==> src/rtl/audclk_pkg.sv <==
// Package: shared ratio encoding and half-period lookup for the master
// clock divider. Assumes the bit clock runs at 64 periods per sample.
package audclk_pkg;

    typedef enum logic [1:0] {
        RSEL_X256 = 2'd0,
        RSEL_X512 = 2'd1,
        RSEL_X768 = 2'd2,
        RSEL_ALT  = 2'd3
    } ratio_sel_e;

    localparam int unsigned HALF_W = 3;

    // Master clocks per bit clock level for a given select code.
    function automatic logic [HALF_W-1:0] half_of(input logic [1:0] sel);
        case (sel)
            RSEL_X512: half_of = 3'd4;
            RSEL_X768: half_of = 3'd6;
            default:   half_of = 3'd2;
        endcase
    endfunction

endpackage

==> src/rtl/audclk_ratio_hold.sv <==
// Module: holds the active bit half-period length. Follows the select input
// freely while in reset or idle; while running it only updates at a word
// clock boundary. Assumes boundary_i is a single-cycle pulse.
module audclk_ratio_hold
    import audclk_pkg::*;
(
    input  logic              clk_i,
    input  logic              rst_ni,
    input  logic              en_i,
    input  logic [1:0]        sel_i,
    input  logic              boundary_i,
    output logic [HALF_W-1:0] half_o
);

    logic [HALF_W-1:0] half_q;

    // Load the requested ratio when idle or at a word clock edge.
    always_ff @(posedge clk_i) begin
        if (!rst_ni || !en_i || boundary_i) begin
            half_q <= half_of(sel_i);
        end
    end

    assign half_o = half_q;

    // the active ratio moves only at a boundary, in reset or when idle.
    assert_ratio_at_edge_R6: assert property (@(posedge clk_i) disable iff (!rst_ni)
        !$stable(half_q) |-> ($past(boundary_i) || $past(!en_i) || $past(!rst_ni)));

endmodule

==> src/rtl/audclk_prescale.sv <==
// Module: counts master clocks within one bit clock level and pulses tick_o
// on the last one. Assumes half_i is at least 2 and only changes at a tick.
module audclk_prescale
    import audclk_pkg::*;
(
    input  logic              clk_i,
    input  logic              rst_ni,
    input  logic              en_i,
    input  logic [HALF_W-1:0] half_i,
    output logic              tick_o
);

    logic [HALF_W-1:0] pre_q;
    logic              last;

    assign last   = (pre_q == half_i - 1'b1);
    assign tick_o = en_i && last;

    // Advance the level counter, wrapping on the last master clock.
    always_ff @(posedge clk_i) begin
        if (!rst_ni || !en_i) begin
            pre_q <= '0;
        end else if (last) begin
            pre_q <= '0;
        end else begin
            pre_q <= pre_q + 1'b1;
        end
    end

    // the level counter never reaches the active half-period length.
    assert_pre_range_R2: assert property (@(posedge clk_i) disable iff (!rst_ni)
        pre_q < half_i);

endmodule

==> src/rtl/audclk_frame_cnt.sv <==
// Module: counts bit clock half periods across one sample frame and derives
// both output clocks from single flops. Assumes FRAME_BITS is a power of two.
module audclk_frame_cnt #(
    parameter int unsigned FRAME_BITS = 64
) (
    input  logic clk_i,
    input  logic rst_ni,
    input  logic en_i,
    input  logic tick_i,
    output logic bclk_o,
    output logic wclk_o,
    output logic boundary_o
);

    localparam int unsigned HP_W = $clog2(2 * FRAME_BITS);

    logic [HP_W-1:0] hp_q;

    // Step the half-period count on each prescaler tick; clear when idle.
    always_ff @(posedge clk_i) begin
        if (!rst_ni || !en_i) begin
            hp_q <= '0;
        end else if (tick_i) begin
            hp_q <= hp_q + 1'b1;
        end
    end

    assign bclk_o     = hp_q[0];
    assign wclk_o     = hp_q[HP_W-1];
    assign boundary_o = tick_i && (&hp_q[HP_W-2:0]);

    // the word clock moves only together with a falling bit clock.
    assert_word_on_bfall_R4: assert property (@(posedge clk_i) disable iff (!rst_ni)
        !$stable(wclk_o) |-> $fell(bclk_o));

    // the bit clock moves only after a tick or when going idle.
    assert_bit_on_tick_R2: assert property (@(posedge clk_i) disable iff (!rst_ni)
        !$stable(bclk_o) |-> ($past(tick_i) || $past(!en_i)));

endmodule

==> src/rtl/audclk_master_div.sv <==
// Module: audio master clock divider top. Produces bit and word clocks for a
// serial port at 256x, 512x or 768x of the sample rate. Assumes clk_i is the
// master clock and all inputs are synchronous to it; outputs are flop driven.
module audclk_master_div
    import audclk_pkg::*;
#(
    parameter int unsigned FRAME_BITS = 64
) (
    input  logic       clk_i,
    input  logic       rst_ni,
    input  logic       master_en_i,
    input  logic [1:0] ratio_sel_i,
    output logic       bclk_o,
    output logic       wclk_o
);

    logic [HALF_W-1:0] half;
    logic              tick;
    logic              boundary;

    audclk_ratio_hold u_hold (
        .clk_i      (clk_i),
        .rst_ni     (rst_ni),
        .en_i       (master_en_i),
        .sel_i      (ratio_sel_i),
        .boundary_i (boundary),
        .half_o     (half)
    );

    audclk_prescale u_pre (
        .clk_i  (clk_i),
        .rst_ni (rst_ni),
        .en_i   (master_en_i),
        .half_i (half),
        .tick_o (tick)
    );

    audclk_frame_cnt #(
        .FRAME_BITS (FRAME_BITS)
    ) u_frame (
        .clk_i      (clk_i),
        .rst_ni     (rst_ni),
        .en_i       (master_en_i),
        .tick_i     (tick),
        .bclk_o     (bclk_o),
        .wclk_o     (wclk_o),
        .boundary_o (boundary)
    );

    // an idle cycle leaves both clocks low after the edge.
    assert_idle_low_R7: assert property (@(posedge clk_i) disable iff (!rst_ni)
        !master_en_i |=> (!bclk_o && !wclk_o));

    // reset holds both clocks low.
    assert_reset_low_R1: assert property (@(posedge clk_i)
        $past(!rst_ni) |-> (!bclk_o && !wclk_o));

endmodule

==> config.mk <==
export PLATFORM = sky130hd
export DESIGN_NAME = audclk_master_div
export DESIGN_NICKNAME = d
export VERILOG_FILES = /design/src/rtl/audclk_pkg.sv /design/src/rtl/audclk_ratio_hold.sv /design/src/rtl/audclk_prescale.sv /design/src/rtl/audclk_frame_cnt.sv /design/src/rtl/audclk_master_div.sv
export SDC_FILE = /design/constraint.sdc
export NUM_CORES = 1
export LEC_CHECK = 0
export ABC_AREA = 1
export BUFFER_PORTS_ARGS = -buffer_cell sky130_fd_sc_hd__buf_4
export CAP_MARGIN = 20
export CORE_AREA = 2 2 39 41
export DETAILED_ROUTE_END_ITERATION = 7
export DIE_AREA = 0 0 41 43
export PLACE_DENSITY = 0.67
export SYNTH_ARGS = -nofsm -noshare
export SYNTH_HDL_FRONTEND = slang
export SYNTH_SLANG_ARGS = --single-unit
==> constraint.sdc <==
create_clock -name clk_i -period 1.85 [get_ports clk_i]
set_input_delay 0.2775 -clock clk_i [delete_from_list [all_inputs] [get_ports clk_i]]
set_output_delay 0.2775 -clock clk_i [all_outputs]
set_load 0.01 [all_outputs]
==> metrics.txt <==
post-synth top area cell dfxtp_1; Core Region ~1400 um^2; Buffers on Ports 6; Synth Cell Area 631 um^2; CP peak stage delay between 0.3 and 0.4 ns; final worst-path cycle share 0.808; Design Area, Final 732 um^2; RSZ-0062 raised after global routing false; top-area cell type share of the netlist area 0.317; die width 41 um; Critical Path RT 1.83 ns; row cnt 14; Final GP Congestion 0.841; number of global-route vias before repair 454; CTS tree done; slew margin rel. 0.818; Synth warnings 0; clk buf depth 2; worst setup margin 0.355 ns; TritonCTS Buffers 3; share of layout cells above drive strength 1 0.215; Pint 417 uW; FF+latch count, synth 12; Slew @ Worst Pin approximately 0.27 ns; cell chain of the critical path ha_1 -> nand2_1 -> nor2_2 -> nand3_1 -> o21ai_1; CP Max Fanout 5; # IOs 7; Pwr Total 555 uW; Sw Ratio 0.248; clock sink count 12; Reg power frac 0.503; worst-case clock skew around 0.0023 ns; Synthesized Nets 91; Syn Area/Cell 7.60 um^2; Vias ~540; DP Area 696 um^2; top cells by area, synth dfxtp_1 (32%), edfxtp_1 (9.5%), nand2_1 (9.5%); die area 1760 um^2; first-pass GRT wire length 1.77 mm; Final nets 102; P_leak between 0.0003 and 0.0004 uW; combinational power share 0.120; Sw Pwr 138 uW; iteration count of the initial detailed-routing pass 4; hold buffers post-CTS 0; count of cell types in the netlist 17; DRC 0; status finished clean; initial antenna violation count 0; Finished Core Util 0.529; drt initial violations 11; final count of negative-setup-slack endpoints 0; grt ovf 0; max frequency 0.669 GHz; WP data arrival 1.47 ns; Cell Pwr Density 759 nW/um^2; pin count of the biggest net entering global routing 11; Routed WL 1.09 mm; number of H-tree levels 1; DIE HEIGHT 43 um; gr usage total 0.153; root buffer cell clkbuf_4; pre-CTS setup slack between 0.3 and 0.4 ns; Peak VDD IR 0.346 mV; wire per inst roughly 10 um; routed vias/inst 4.92; register area share after synthesis 0.413; area added between synthesis and finish 16.1%; post-CTS sizing 0; Clock transition at path regs 0.07 ns; hold crit path type input port to register; Final ANT Viol Nets 0; Slowest-stage cell, CP dfxtp_1; Diodes inserted 0; Clock Latency Late Sink 0.28 ns; postcts setup bufs 0; post-layout min period 1.50 ns; Initial Util 0.456; Post-Syn Instances 83; Hold Fails Final Rpt 0; Slew Limit Fails 0; setup TNS 0 ns; Clock power frac 0.377; crit path capture type register; CP Class register to register; maxcap violations 0; hpwl dp between 800 and 900 um; crit path launch type register
==> synth_stat cells <==
cell type  count
inv_1         13
edfxtp_1       2
nand2_1       16
dfxtp_1       10
a31oi_1        2
a21oi_1        3
nand3_2        1
o21ai_1        3
nor2_2         4
nand2_4        2
nor2_1        11
ha_1           3
nand3_1        5
nand2_2        2
nand4_1        4
xnor2_1        1
nor2_4         1
==> sequential cells by signal, indices dropped and copies added (netlist names) <==
signal	flops
u_pre.pre_q	3
u_frame.hp_q	7
u_hold.half_o	2
==> per-layer routing <==
layer / up-vias / GRT usage / wire [um]
met1: 238 / 0.178 / 476
met4: 0 / 0.120 / 32
met2: 6 / 0.228 / 546
met3: 4 / 0.0314 / 34
li1: 288 / - / -
met5: - / 0 / 0
==> kinds of logic after synthesis <==
| logic type | share of synthesized area |
|---|---|
| buffers and inverters | 0.0774 |
| AND/OR/NAND/NOR | 0.369 |
| adder cells (fa/ha/maj) | 0.0595 |
| flip-flops | 0.413 |
| XOR/XNOR | 0.0139 |
| AO/OA/AOI/OAI | 0.0674 |
==> cell usage in the layout (no fill, tap or decap) <==
cell type	synthesis	final
nor2_2	4	4
nand3_2	1	1
ha_1	3	3
buf_4	0	6
dfxtp_1	10	10
clkbuf_8	0	1
nor2_4	1	1
nand2_4	2	2
o21ai_1	3	3
nand3_1	5	5
a31oi_1	2	2
nand2_2	2	2
nand2_1	16	16
inv_1	13	13
nor2_1	11	11
edfxtp_1	2	2
nand4_1	4	4
clkbuf_4	0	3
xnor2_1	1	1
a21oi_1	3	3
==> stage by stage <==
| stage | cells | hold slack, ns |
|---|---|---|
| after floorplan | 83 | 0.417 |
| after global placement | 105 | 0.451 |
| after detailed placement | 105 | 0.460 |
| after CTS | 109 | 0.277 |
| after global routing | 109 | 0.302 |
| final | 109 | 0.280 |
==> worst max-delay path, delay by kind of cell (launching register included) <==
family	cells	cell delay, ns
compound gates	1	0.22
fa+ha+maj	1	0.21
flops	1	0.39
simple gates	3	0.37
==> path summary, 6_finish.rpt <==
| path | from | endpoint | slack (ns) | depth (start not counted) |
|---|---|---|---|---|
| worst max-delay path | u_frame.hp_q[0] | u_hold.half_o[1] | 0.35 | 5 |
| worst max register to register | u_frame.hp_q[0] | u_hold.half_o[1] | 0.35 | 5 |
| worst min-delay path | rst_ni | u_frame.hp_q[1] | 0.28 | 3 |
| worst min register to register | u_pre.pre_q[0] | u_pre.pre_q[0] | 0.46 | 1 |
==> cell type report <==
type                            instances  area (um^2)
Multi-Input combinational cell         58          322
Timing Repair Buffer                    6         45.0
Tap cell                               16         20.0
Inverter                               13         48.8
Clock buffer                            4         36.3
Sequential cell                        12          260
Fill cell                             142          652
==> power groups by stage <==
| stage | Combinational (uW) | Clock, uW | Sequential, uW |
|---|---|---|---|
| 6_report | 66.7 | 209 | 280 |
| 5_1_grt | 75.3 | 228 | 281 |
| 4_1_cts | 67.5 | 212 | 280 |
| 3_5_place_dp | 67.4 | 0 | 286 |
| 3_3_place_gp | 65.8 | 0 | 286 |
| 2_1_floorplan | 49.6 | 0 | 285 |
Note: power is estimated with default switching activity, not from simulation.
